`config.mk`:
```
export PLATFORM = sky130hd
export DESIGN_NAME = tmr16_bridge
export DESIGN_NICKNAME = d
export VERILOG_FILES = /design/src/rtl/tmr16_pkg.sv /design/src/rtl/tmr16_tempreg.sv /design/src/rtl/tmr16_counter.sv /design/src/rtl/tmr16_pair.sv /design/src/rtl/tmr16_bridge.sv
export SDC_FILE = /design/constraint.sdc
export NUM_CORES = 1
export LEC_CHECK = 0
export CORE_MARGIN = 2
export CORE_UTILIZATION = 51
export CTS_CLUSTER_SIZE = 16
export DETAILED_ROUTE_END_ITERATION = 8
export PLACE_DENSITY = 0.72
export SLEW_MARGIN = 30
export SYNTH_ARGS = -nofsm -noshare
export SYNTH_HDL_FRONTEND = slang
export SYNTH_SLANG_ARGS = --single-unit
```
`constraint.sdc`:
```
create_clock -name clk -period 5.4 [get_ports clk]
set_input_delay 0.54 -clock clk [delete_from_list [all_inputs] [get_ports clk]]
set_output_delay 0.54 -clock clk [all_outputs]
set_load 0.02 [all_outputs]
```
`src/rtl/tmr16_pkg.sv`:
```
package tmr16_pkg;
    localparam int ADDR_W = 3;

    typedef enum logic [ADDR_W-1:0] {
        ADDR_CNT_LO  = 3'd0,
        ADDR_CNT_HI  = 3'd1,
        ADDR_PAIR_LO = 3'd2,
        ADDR_PAIR_HI = 3'd3,
        ADDR_FLAGS   = 3'd4
    } reg_addr_e;

    localparam int FLAG_MATCH = 0;
    localparam int FLAG_CAPT  = 1;
    localparam int FLAG_N     = 2;
endpackage

```
`src/rtl/tmr16_tempreg.sv`:
```
module tmr16_tempreg #(
    parameter int DW = 8
) (
    input  logic          clk,
    input  logic          rst_n,
    input  logic          load_en,
    input  logic [DW-1:0] load_val,
    output logic [DW-1:0] temp_o
);
    logic [DW-1:0] temp_q;

    always_ff @(posedge clk or negedge rst_n) begin
        if (!rst_n)       temp_q <= '0;
        else if (load_en) temp_q <= load_val;
    end

    assign temp_o = temp_q;


    temp_hold_chk: assert property (@(posedge clk) disable iff (!rst_n)
        !load_en |=> $stable(temp_q));
endmodule

```
`src/rtl/tmr16_counter.sv`:
```
module tmr16_counter #(
    parameter int DW = 8
) (
    input  logic            clk,
    input  logic            rst_n,
    input  logic            wide,
    input  logic            cmp_mode,
    input  logic            tick,
    input  logic            ld_lo,
    input  logic            ld_hi,
    input  logic [2*DW-1:0] ld_val,
    input  logic [2*DW-1:0] top,
    output logic [2*DW-1:0] cnt_o,
    output logic            match_o
);
    localparam int WW = 2 * DW;

    logic [WW-1:0] cnt_q, cnt_d;
    logic          hit, ld_any;

    always_comb begin
        ld_any  = ld_lo | ld_hi;
        hit     = wide ? (cnt_q == top) : (cnt_q[DW-1:0] == top[DW-1:0]);
        match_o = tick && cmp_mode && hit && !ld_any;
    end

    always_comb begin
        cnt_d = cnt_q;
        if (ld_any) begin
            if (ld_lo) cnt_d[DW-1:0]  = ld_val[DW-1:0];
            if (ld_hi) cnt_d[WW-1:DW] = ld_val[WW-1:DW];
        end else if (tick) begin
            if (wide) cnt_d = match_o ? '0 : cnt_q + 1'b1;
            else      cnt_d[DW-1:0] = match_o ? '0 : cnt_q[DW-1:0] + 1'b1;
        end
    end

    always_ff @(posedge clk or negedge rst_n) begin
        if (!rst_n) cnt_q <= '0;
        else        cnt_q <= cnt_d;
    end

    assign cnt_o = cnt_q;


    cnt_idle_chk: assert property (@(posedge clk) disable iff (!rst_n)
        (!tick && !ld_lo && !ld_hi) |=> $stable(cnt_q));


    cnt_wrap_chk: assert property (@(posedge clk) disable iff (!rst_n)
        match_o |=> (cnt_q[DW-1:0] == '0));


    cnt_load_wins_chk: assert property (@(posedge clk) disable iff (!rst_n)
        (ld_lo && tick) |=> (cnt_q[DW-1:0] == $past(ld_val[DW-1:0])));


    cnt_narrow_hi_chk: assert property (@(posedge clk) disable iff (!rst_n)
        (!wide && !ld_hi) |=> $stable(cnt_q[WW-1:DW]));
endmodule

```
`src/rtl/tmr16_pair.sv`:
```
module tmr16_pair #(
    parameter int DW = 8
) (
    input  logic            clk,
    input  logic            rst_n,
    input  logic            wide,
    input  logic            cap_mode,
    input  logic            cap_evt,
    input  logic            ld_lo,
    input  logic            ld_hi,
    input  logic [2*DW-1:0] ld_val,
    input  logic [2*DW-1:0] cnt,
    output logic [2*DW-1:0] pair_o,
    output logic            capt_o
);
    localparam int WW = 2 * DW;

    logic [WW-1:0] pair_q, pair_d;

    always_comb begin
        capt_o = cap_mode && cap_evt;
        pair_d = pair_q;
        if (capt_o) begin
            if (wide) pair_d = cnt;
            else      pair_d[DW-1:0] = cnt[DW-1:0];
        end else begin
            if (ld_lo) pair_d[DW-1:0]  = ld_val[DW-1:0];
            if (ld_hi) pair_d[WW-1:DW] = ld_val[WW-1:DW];
        end
    end

    always_ff @(posedge clk or negedge rst_n) begin
        if (!rst_n) pair_q <= '0;
        else        pair_q <= pair_d;
    end

    assign pair_o = pair_q;


    pair_capture_chk: assert property (@(posedge clk) disable iff (!rst_n)
        (capt_o && wide) |=> (pair_q == $past(cnt)));
endmodule

```
`src/rtl/tmr16_bridge.sv`:
```
module tmr16_bridge #(
    parameter int DW = 8
) (
    input  logic                         clk,
    input  logic                         rst_n,
    input  logic [tmr16_pkg::ADDR_W-1:0] addr,
    input  logic [DW-1:0]                wdata,
    input  logic                         wr_en,
    input  logic                         rd_en,
    output logic [DW-1:0]                rdata,
    input  logic                         wide_sel,
    input  logic                         cap_mode,
    input  logic                         cap_evt,
    input  logic                         tick
);
    import tmr16_pkg::*;

    localparam int WW = 2 * DW;

    logic [WW-1:0]     cnt, pair, cnt_ld_val, pair_ld_val;
    logic [DW-1:0]     temp, temp_val, rd_mux;
    logic              match, capt;
    logic              wr_c_lo, wr_c_hi, wr_p_lo, wr_p_hi, wr_flg;
    logic              c_ld_lo, c_ld_hi, p_ld_lo, p_ld_hi, temp_ld;
    logic [FLAG_N-1:0] flags_q, flags_set;

    always_comb begin
        wr_c_lo = wr_en && (addr == ADDR_CNT_LO);
        wr_c_hi = wr_en && (addr == ADDR_CNT_HI);
        wr_p_lo = wr_en && (addr == ADDR_PAIR_LO);
        wr_p_hi = wr_en && (addr == ADDR_PAIR_HI);
        wr_flg  = wr_en && (addr == ADDR_FLAGS);

        c_ld_lo     = wr_c_lo;
        c_ld_hi     = wide_sel ? wr_c_lo : wr_c_hi;
        cnt_ld_val  = wide_sel ? {temp, wdata} : {wdata, wdata};
        p_ld_lo     = wr_p_lo;
        p_ld_hi     = wide_sel ? wr_p_lo : wr_p_hi;
        pair_ld_val = wide_sel ? {temp, wdata} : {wdata, wdata};

        temp_ld  = 1'b0;
        temp_val = wdata;
        if (wide_sel) begin
            if (wr_c_hi || wr_p_hi) begin
                temp_ld  = 1'b1;
                temp_val = wdata;
            end else if (rd_en && !wr_en && addr == ADDR_CNT_LO) begin
                temp_ld  = 1'b1;
                temp_val = cnt[WW-1:DW];
            end else if (rd_en && !wr_en && addr == ADDR_PAIR_LO && cap_mode) begin
                temp_ld  = 1'b1;
                temp_val = pair[WW-1:DW];
            end
        end
    end

    tmr16_tempreg #(.DW(DW)) u_temp (
        .clk      (clk),
        .rst_n    (rst_n),
        .load_en  (temp_ld),
        .load_val (temp_val),
        .temp_o   (temp)
    );

    tmr16_counter #(.DW(DW)) u_cnt (
        .clk      (clk),
        .rst_n    (rst_n),
        .wide     (wide_sel),
        .cmp_mode (!cap_mode),
        .tick     (tick),
        .ld_lo    (c_ld_lo),
        .ld_hi    (c_ld_hi),
        .ld_val   (cnt_ld_val),
        .top      (pair),
        .cnt_o    (cnt),
        .match_o  (match)
    );

    tmr16_pair #(.DW(DW)) u_pair (
        .clk      (clk),
        .rst_n    (rst_n),
        .wide     (wide_sel),
        .cap_mode (cap_mode),
        .cap_evt  (cap_evt),
        .ld_lo    (p_ld_lo),
        .ld_hi    (p_ld_hi),
        .ld_val   (pair_ld_val),
        .cnt      (cnt),
        .pair_o   (pair),
        .capt_o   (capt)
    );

    assign flags_set[FLAG_MATCH] = match;
    assign flags_set[FLAG_CAPT]  = capt;

    generate
        for (genvar b = 0; b < FLAG_N; b++) begin : g_flag
            always_ff @(posedge clk or negedge rst_n) begin
                if (!rst_n)            flags_q[b] <= 1'b0;
                else if (flags_set[b]) flags_q[b] <= 1'b1;
                else if (wr_flg && wdata[b]) flags_q[b] <= 1'b0;
            end


            flag_sticky_chk: assert property (@(posedge clk) disable iff (!rst_n)
                (flags_q[b] && !(wr_flg && wdata[b])) |=> flags_q[b]);
        end
    endgenerate

    always_comb begin
        rd_mux = '0;
        case (addr)
            ADDR_CNT_LO:  rd_mux = cnt[DW-1:0];
            ADDR_CNT_HI:  rd_mux = wide_sel ? temp : cnt[WW-1:DW];
            ADDR_PAIR_LO: rd_mux = pair[DW-1:0];
            ADDR_PAIR_HI: rd_mux = (wide_sel && cap_mode) ? temp : pair[WW-1:DW];
            ADDR_FLAGS:   rd_mux = {{(DW-FLAG_N){1'b0}}, flags_q};
            default:      rd_mux = '0;
        endcase
        rdata = rd_en ? rd_mux : '0;
    end


    rdata_idle_chk: assert property (@(posedge clk) disable iff (!rst_n)
        !rd_en |-> (rdata == '0));


    temp_latch_chk: assert property (@(posedge clk) disable iff (!rst_n)
        (wide_sel && rd_en && !wr_en && addr == ADDR_CNT_LO)
            |=> (temp == $past(cnt[WW-1:DW])));


    flag_rise_chk: assert property (@(posedge clk) disable iff (!rst_n)
        $rose(flags_q[FLAG_MATCH]) |-> $past(match));
endmodule

```
== Yosys cells after proc, flatten, opt, wreduce, memory -nomap -nowiden ==
Cells that the tools add are included.

* $add $sub $neg: 2
* Equality and inequality tests: 9
* Multiplexer cells: 32
* Bitwise logic cells: 1
* Reductions and logical operators: 30

{| class="wikitable"
|+ Operators with widths
! kind !! count
|-
| $mux W8 || 15
|-
| $mux W16 || 5
|-
| $pmux W8 S5 || 1
|-
| $add A16 B1 Y16 const B || 1
|-
| $eq A16 B16 Y1 || 1
|-
| $logic_and A1 B1 Y1 || 16
|-
| $reduce_bool A2 Y1 || 6
|-
| $mux W1 || 11
|-
| $add A8 B1 Y8 const B || 1
|-
| $eq A8 B8 Y1 || 1
|-
| $eq A3 B2 Y1 const B || 2
|-
| $ne A2 B1 Y1 const B || 2
|-
| $reduce_and A2 Y1 || 2
|-
| $eq A3 B1 Y1 const B || 1
|-
| $eq A3 B3 Y1 const B || 1
|-
| $logic_not A1 Y1 || 3
|-
| $logic_not A3 Y1 || 1
|-
| $reduce_and A3 Y1 || 1
|-
| $ne A2 B2 Y1 const B || 1
|-
| $logic_or A1 B1 Y1 || 1
|-
| $or A1 B1 Y1 || 1
|}

* Bits in registers: 42
* Input bits: 19
* Output and inout port bits: 8

== Logic depth before layout (Yosys ltp) ==
Gate-level depths: netlist of run 1.

* Word-level depth: 10
* Gate-level depth with buffers: 8
* Mapped depth without buffers: 7

== By module ==
Synthesis of run 1 repeated with hierarchy kept, for this count alone.

* Cells, all modules: 363
* Area, all modules: 3385.7 um^2

{| class="wikitable"
|+ Modules (own cells, without submodules)
! module !! instances !! cells each !! area each (um^2)
|-
| tmr16_counter || 1 || 149 || 1313.8
|-
| tmr16_bridge || 1 || 133 || 987.2
|-
| tmr16_pair || 1 || 64 || 753.2
|-
| tmr16_tempreg || 1 || 17 || 331.6
|}

== Worst setup path before layout of run 1 ==
No wires, ideal clock.

* Path type: input-to-output
* Start: input port wide_sel
* End: output port rdata[0]
* Arrival time: 1.899 ns
* Setup slack: 2.961 ns
* Stages on the path: 7
* Buffers on the path: 2
* Cells stage by stage: buf_2 -> buf_1 -> nand2_1 -> mux2i_1 -> o22ai_1 -> a21oi_1 -> nor2_1

* Longest elaborated chain between the ends: 4
* Elaborated cells between the ends (all ways): 5
* Classes of those cells: mux: 4; reduce/logical: 1

{| class="wikitable"
|+ Ends and longest elaborated chain
! what !! line !! text
|-
| start: declaration || tmr16_bridge.sv:11 || <nowiki>input logic wide_sel,</nowiki>
|-
| $logic_and A1 B1 Y1 || tmr16_bridge.sv:116 || <nowiki>ADDR_PAIR_HI: rd_mux = (wide_sel && cap_mode) ? temp : pair[WW-1:DW];</nowiki>
|-
| $mux W8 || tmr16_bridge.sv:116 ||
|-
| $pmux W8 S5 (*) || tmr16_bridge.sv:112 || <nowiki>case (addr)</nowiki>
|-
| $mux W8 (*) || tmr16_bridge.sv:120 || <nowiki>rdata = rd_en ? rd_mux : '0;</nowiki>
|-
| end: declaration || tmr16_bridge.sv:10 || <nowiki>output logic [DW-1:0] rdata,</nowiki>
|}

Mark *: on every way between the ends. The rest lies on a longest branch, timed or not.

== Final worst setup path of run 1 ==
* Start: input port addr[1] (netlist bit)
* End: output port rdata[2]

* Longest elaborated chain between the ends: 3
* Elaborated cells between the ends (all ways): 7
* Classes of those cells: eq/ne: 4; mux: 2; reduce/logical: 1

{| class="wikitable"
|+ Ends and longest elaborated chain
! what !! line !! text
|-
| start: declaration || tmr16_bridge.sv:6 || <nowiki>input logic [tmr16_pkg::ADDR_W-1:0] addr,</nowiki>
|-
| $eq A3 B3 Y1, or another cell as far along || tmr16_bridge.sv:112 ||
|-
| $pmux W8 S5 (*) || tmr16_bridge.sv:112 ||
|-
| $mux W8 (*) || tmr16_bridge.sv:120 ||
|}

Marked as above.

==> impl_summary.md, run 1 <==
STA
The worst-case setup margin in the final layout is 1.65 ns. The setup TNS is 0 ns. Hold timing on the final database bottoms out at a slack of 0.218 ns. The headroom to the max-slew limit is 0.501. For the pin with the worst max-slew slack, the measured transition is 0.743 ns. The clock arrives with 0.00193 ns of skew. The clock period minus worst slack is 3.75 ns.

Setup repair after global routing left no endpoint under its margin. The final critical-path share of the clock period is 0.695. Setup violations remaining at the end of the flow were counted as 0. The number of max-slew violations in the final report came to 0. Timing would allow up to 266 MHz. The final number of hold-violating endpoints came to 0.

Final layout
The final non-filler cell area is 0.00341 mm2. From synthesis to final layout, the design area changed by 11.3%. The number of nets in the layout is 391.

In the layout the commonest cells are 48 x nand2_1, 42 x dfrtp_1, 28 x o21ai_0, 25 x clkdlybuf4s50_1, 24 x nor2_1. The repair_antennas step left the layout with diodes totalling 0. The most frequent standard cell in the layout excluding fill and tap cells is nand2_1. The post-route non-filler standard cell count is 447.

The post-layout utilization of the core is 0.582. The share of cells above drive strength 1 is 0.0753.

CTS
Counting the buffers created by CTS gives 5. The post-CTS setup repair buffer count is 0. The cell at the root of the clock tree is clkbuf_8. The TritonCTS clock tree is yes. The post-CTS resize count is 0. The clock latency of the later-clocked register in the worst-skew pair is 0.30 ns. The clock slew at the register clock pins of the worst setup and hold paths is 0.08 ns. The clock net sink count is 42. The longest clock path from root to sink contains 2 buffers. Hold repair after CTS inserted 0 buffers. The H-tree generated during clock tree synthesis spans 2 levels.

Floorplanning
The core area is 0.00585 mm2. The overall die height is 81.5 um. The row count is 28.

The effective utilization at floorplan is 0.523. 27 I/O pins were placed. The die covers 0.00664 mm2.

The die is 81.5 um wide.

Logic synthesis
The number of nets handed over by synthesis was 385. During synthesis, Yosys emitted a total of 0 warnings. The top cell type's share of synthesized area is 0.343. The number of synthesized register bits is 42. For this run, the leading register cell type out of synthesis is dfrtp_1. The portion of the post-synthesis area used by sequential elements is 0.343. By area the synthesized netlist is led by dfrtp_1 34%, mux2i_1 6.5%, nand2_1 5.9%. For this run, asynchronously set or reset flops after synthesis account for 1.00. In the synthesized netlist, the number of instances is 365. Counting flops with a built-in enable in the synthesized netlist gives 0. The synthesized area divided by synthesized cell count is 8.38 um2. The area of the mapped netlist is 0.00306 mm2. The count of cell types in the netlist is 45.

The synthesized design spends more area on one cell type than any other, namely dfrtp_1.

Placement
After detailed placement, the design holds a cell count of 439. In this run the tool buffered the top-level ports with 26 buffer cells. The post-DP HPWL is 5.97 mm. The pre-CTS setup slack is 1.69 ns.

The congestion estimate from routability-driven global placement came to 0.900. The placed instances occupy a cell area of 0.00329 mm2.

Detailed routing
The vias per cell is 6.47. The routed wirelength normalized by instance count is 19.0 um. The starting DRC count in detailed routing is 277. The final routed wirelength across all metal layers is 8.48 mm. The DRC violation count after routing is 0.

The count of vias placed by the detailed router is 2893. The number of optimization iterations in the first detailed-route pass is 7. The remaining number of nets flagged by the antenna check after routing is 0.

GRT
The initial antenna violation count came to 0. The global-route wire length before repair is 14.0 mm. The largest net degree at the start of global routing is 43.

For this run, the total global-route usage over all layers was measured as 0.280. The total grt overflow is 0. The number of global-route vias before repair is 2739.

Critical path
STA classifies the critical path endpoint as a primary output. STA classifies the critical path startpoint as an input pin. In this run the register-to-register setup slack is 2.96 ns. The maximum fanout along the worst path is 11. For the worst setup path, the data required time is 4.86 ns.

The data arrival time of the critical path is 3.21 ns. The worst setup path category is in2out.

Pwr
The design draws 1.17 mW. The leakage power figure is 1.40 nW. The maximum ir drop on the vdd rail is 218 uV. For this design the ratio of total power to cell area is 345 mW/mm2.

Status
The run finished with clean final reports.

Run
The max capacitance violation total is 0.

Hold path
The kind of path behind the tightest hold check is in2async.
final cells by class:
type / instances / area (um2)
clock buffer: 5 / 68.8
clock inverter: 3 / 40.0
fill: 535 / 2440
inverter: 3 / 11.3
multi-input combinational: 291 / 1870
sequential: 42 / 1050
tap: 75 / 93.8
timing repair buffer: 28 / 273
worst max-delay path: stages:
cell	delay [ns]
clkdlybuf4s50_1	0.76
nor2b_1	0.28
nand2_1	0.16
a21oi_1	0.46
a22oi_1	0.13
a21oi_1	0.23
clkdlybuf4s50_1	0.65
Yosys cell counts (5+ instances only):
master	n
a21oi_1	24
o22ai_1	13
mux2_2	9
clkbuf_1	16
a222oi_1	6
buf_2	8
nand2_1	48
and3_1	8
mux2i_1	20
a22oi_1	6
nor3_1	6
o21ai_0	28
nor2b_1	5
xor2_1	16
nor2_1	24
nand2b_1	6
nand3_1	9
dfrtp_1	42
o21ai_1	12
a22o_1	13
routing by layer:
layer / wire length (um) / share of wire / track usage / vias up
met4: 204 / 0.024 / 0.100 / 0
li1: - / - / - / 1361
met3: 594 / 0.070 / 0.0495 / 20
met5: 0 / 0 / 0 / -
met2: 3770 / 0.45 / 0.424 / 127
met1: 3910 / 0.46 / 0.402 / 1385
path summary, 6_finish.rpt:
kind | depth (start not counted) | from | endpoint
max | 7 | addr[1] | rdata[2]
min | 1 | rst_n | u_cnt.cnt_o[1]
max reg2reg | 6 | u_cnt.cnt_o[8] | u_cnt.cnt_o[13]
min reg2reg | 2 | flags_q[1] | flags_q[1]
max in group asynchronous | 1 | rst_n | u_pair.pair_o[13]
min in group clk | 2 | flags_q[1] | flags_q[1]
where the power goes:
group | leakage (nW) | switching (mW) | internal, mW
logic | 0.841 | 0.186 | 0.176
registers | 0.506 | 0.159 | 0.400
clock network | 0.0579 | 0.117 | 0.136
cells by family (layout without fill, tap and decap cells):
group | after synthesis | count (layout) | synth area share
flip-flops | 42 | 42 | 0.343
adder cells (fa/ha/maj) | 1 | 1 | 0.00409
multiplexers | 29 | 29 | 0.0985
AND/OR/NAND/NOR | 123 | 123 | 0.201
AO/OA/AOI/OAI | 122 | 122 | 0.258
buffers and inverters | 32 | 39 | 0.0499
XOR/XNOR | 16 | 16 | 0.0458
sequential cells by signal, indices dropped and copies added (netlist names):
| name | count |
|---|---|
| u_cnt.cnt_o | 16 |
| u_pair.pair_o | 16 |
| u_temp.temp_o | 8 |
| flags_q | 2 |
Note: power is estimated with default switching activity, not from simulation.
==> run 2: changes to the inputs <==
PLACE_DENSITY = 0.75   (was 0.72)
clock period = 3.3 ns   (was 5.4 ns; I/O delays follow)
==> run 2 against run 1 <==
- non-clock buffer count rose by 7
- clock skew rose by 0.0071 ns
- critical path depth did not move
- clock power rose by 66%
- power rose by 65%
- critical path type unchanged
- hold slack got worse by 0.21 ns
- routed wire length barely moved
- combinational power rose by 66%
- sequential share of layout area fell by 0.41 points
==> impl_summary.md, run 2 (same netlist as run 1, synthesis figures left out) <==
Detailed routing
The first detailed-routing pass took 6 iterations. Detailed routing placed a total of 768 um of wire on met3. The vias per cell is 6.43. The detailed router placed 2919 vias in this run.

After detailed routing, no signal wire sits above met4. The DRC violation count after routing is 0. In this run, the number of DRC markers left after iteration 0 of detailed routing was 396.

Wires add up to 8.47 mm. The remaining number of nets flagged by the antenna check after routing is 0. The routed wirelength normalized by instance count is 18.7 um. Wire segments on met2 add up to 3.79 mm in the final route.

In the final routing, the length of wire on met1 measures 3.70 mm.

Floorplanning
The die outline area is 0.00664 mm2. The overall die width is 81.5 um. The core area is 0.00585 mm2. For this configuration, the core starts out at a cell density of 0.523.

The row count is 28. The die is 81.5 um tall. The number of ports placed on the die boundary is 27.

CTS
The clock net in this run drives a total of 42 sinks. In this run the clock root is driven by a clkbuf_8. The worst-case clock buffer depth is 2. TritonCTS built the clock tree.

The later pin in the worst-skew pair is clocked with a latency of 0.30 ns. The number of setup buffers added after CTS is 0. The post-CTS resize count is 0. In this run, CTS created clock tree buffers numbering 5. The clock slew at the register clock pins of the worst setup and hold paths is 0.09 ns. The clock tree synthesis step divided the H-tree into 2 levels. The quantity of hold-fixing buffers added after cts is 0.

GRT
The initial antenna violation count was 0. The first global-routing pass estimated 13.8 mm of wire. Entering global routing, the biggest net connects 43 pins.

The total grt overflow is 0. In the global route stage, overall resource usage came out at 0.274. The number of global-route vias before repair is 2720.

STA
The headroom to the max-slew limit is 0.503. The setup clock skew after layout is 0.00899 ns. The clock period minus worst slack is 3.04 ns. At the pin with the least slew margin, the transition time is 0.743 ns. The setup TNS is 0 ns. The achievable clock frequency is 329 MHz. The number of max-slew violations in the final report is 0.

The final critical-path share of the clock period is 0.921. The worst hold margin is 0.00439 ns. The final number of hold-violating endpoints came to 0.

Setup repair after global routing left no endpoint under its margin. The number of endpoints failing setup at the final stage is 0.

Critical path
On the worst path, the slowest cell contributes a delay of 0.64 ns. STA classifies the critical path endpoint as a primary output. Measured in cells, the most critical reg-to-reg path has a length of 6. The worst path required time is 2.97 ns. Along the worst path, the maximum fanout reaches 6. The capture point of the worst reg-to-reg path is u_cnt.cnt_o[4].

The reg2reg setup slack is 0.84 ns. The count of buffering cells on the critical path with inverters included is 2. Broken down by cell family, the worst path's largest delay share belongs to buffers and inverters. STA classifies the critical path startpoint as an input pin. The setup path with the least slack is of type in2out. STA puts the critical path data arrival time at 2.71 ns. The slowest stage of the critical path belongs to the cell clkdlybuf4s50_1.

The worst register-to-register path begins at u_cnt.cnt_o[8]. The critical path goes through clkdlybuf4s50_1, nor2b_1, nand2_1, a21oi_1, a22oi_1, a21oi_1, clkdlybuf4s50_1.

Placement
The congestion estimate from routability-driven global placement came to 0.948. The count of buffers from port buffering is 26. The post-DP HPWL is 5.92 mm. The total instance count after detailed placement is 446.

Final layout
The relative area change from synthesis to final layout is 12.8%. The most frequent standard cell in the layout excluding fill and tap cells is nand2_1. The share of cells above drive strength 1 is 0.0844. In the layout the commonest cells are 48 x nand2_1, 42 x dfrtp_1, 28 x o21ai_0, 25 x clkdlybuf4s50_1.

The antenna diode count is 0. The post-route non-filler standard cell count is 454. The number of nets in the layout is 398.

Pwr
The areal power density over the cells is 561 mW/mm2. The maximum ir drop on the vdd rail is 315 uV. The leakage power figure is 1.43 nW.

Status
The flow ran to the end, and the final reports show no timing, DRC or antenna violations.

Run
The tool flagged a number of max-cap violations equal to 0.

Hold path
The worst hold path belongs to the class in2async.
==> run 2: how the worst max path moves through the flow <==
stage,startpoint,endpoint,slack (ns),cells after the start
5_1_grt,addr[1],rdata[3],0.1,7
3_5_place_dp,addr[1],rdata[3],0.37,7
4_1_cts,addr[1],rdata[6],0.35,7
6_report,addr[1],rdata[6],0.26,7
2_1_floorplan,wide_sel,rdata[0],1.28,7
3_3_place_gp,addr[1],rdata[3],0.39,7
==> run 2: power breakdown <==
group	internal [mW]	switching, mW
sequential	0.655	0.264
clock	0.225	0.194
combinational	0.292	0.308
==> run 2: layer usage <==
metal | vias to the layer above | track usage
met2 | 161 | 0.421
li1 | 1376 | -
met5 | - | 0
met3 | 16 | 0.0396
met4 | 0 | 0.0949
met1 | 1366 | 0.395
==> run 2: area by class of cell <==
type	count	area (um2)
Timing Repair Buffer	35	325
Clock inverter	3	45.0
Clock buffer	5	68.8
Multi-Input combinational cell	291	1860
Tap cell	75	93.8
Sequential cell	42	1050
Inverter	3	11.3
Fill cell	498	2400
==> run 2: stage by stage <==
step / util / setup WS [ns] / total power, mW / instance area [um2]
global placement: 0.570 / 0.388 / 1.49 / 3340
global route: 0.590 / 0.0954 / 2.06 / 3450
CTS: 0.590 / 0.348 / 1.93 / 3450
detailed placement: 0.570 / 0.371 / 1.51 / 3340
floorplan: - / 1.28 / 1.32 / 3060
finish: 0.590 / 0.259 / 1.94 / 3450
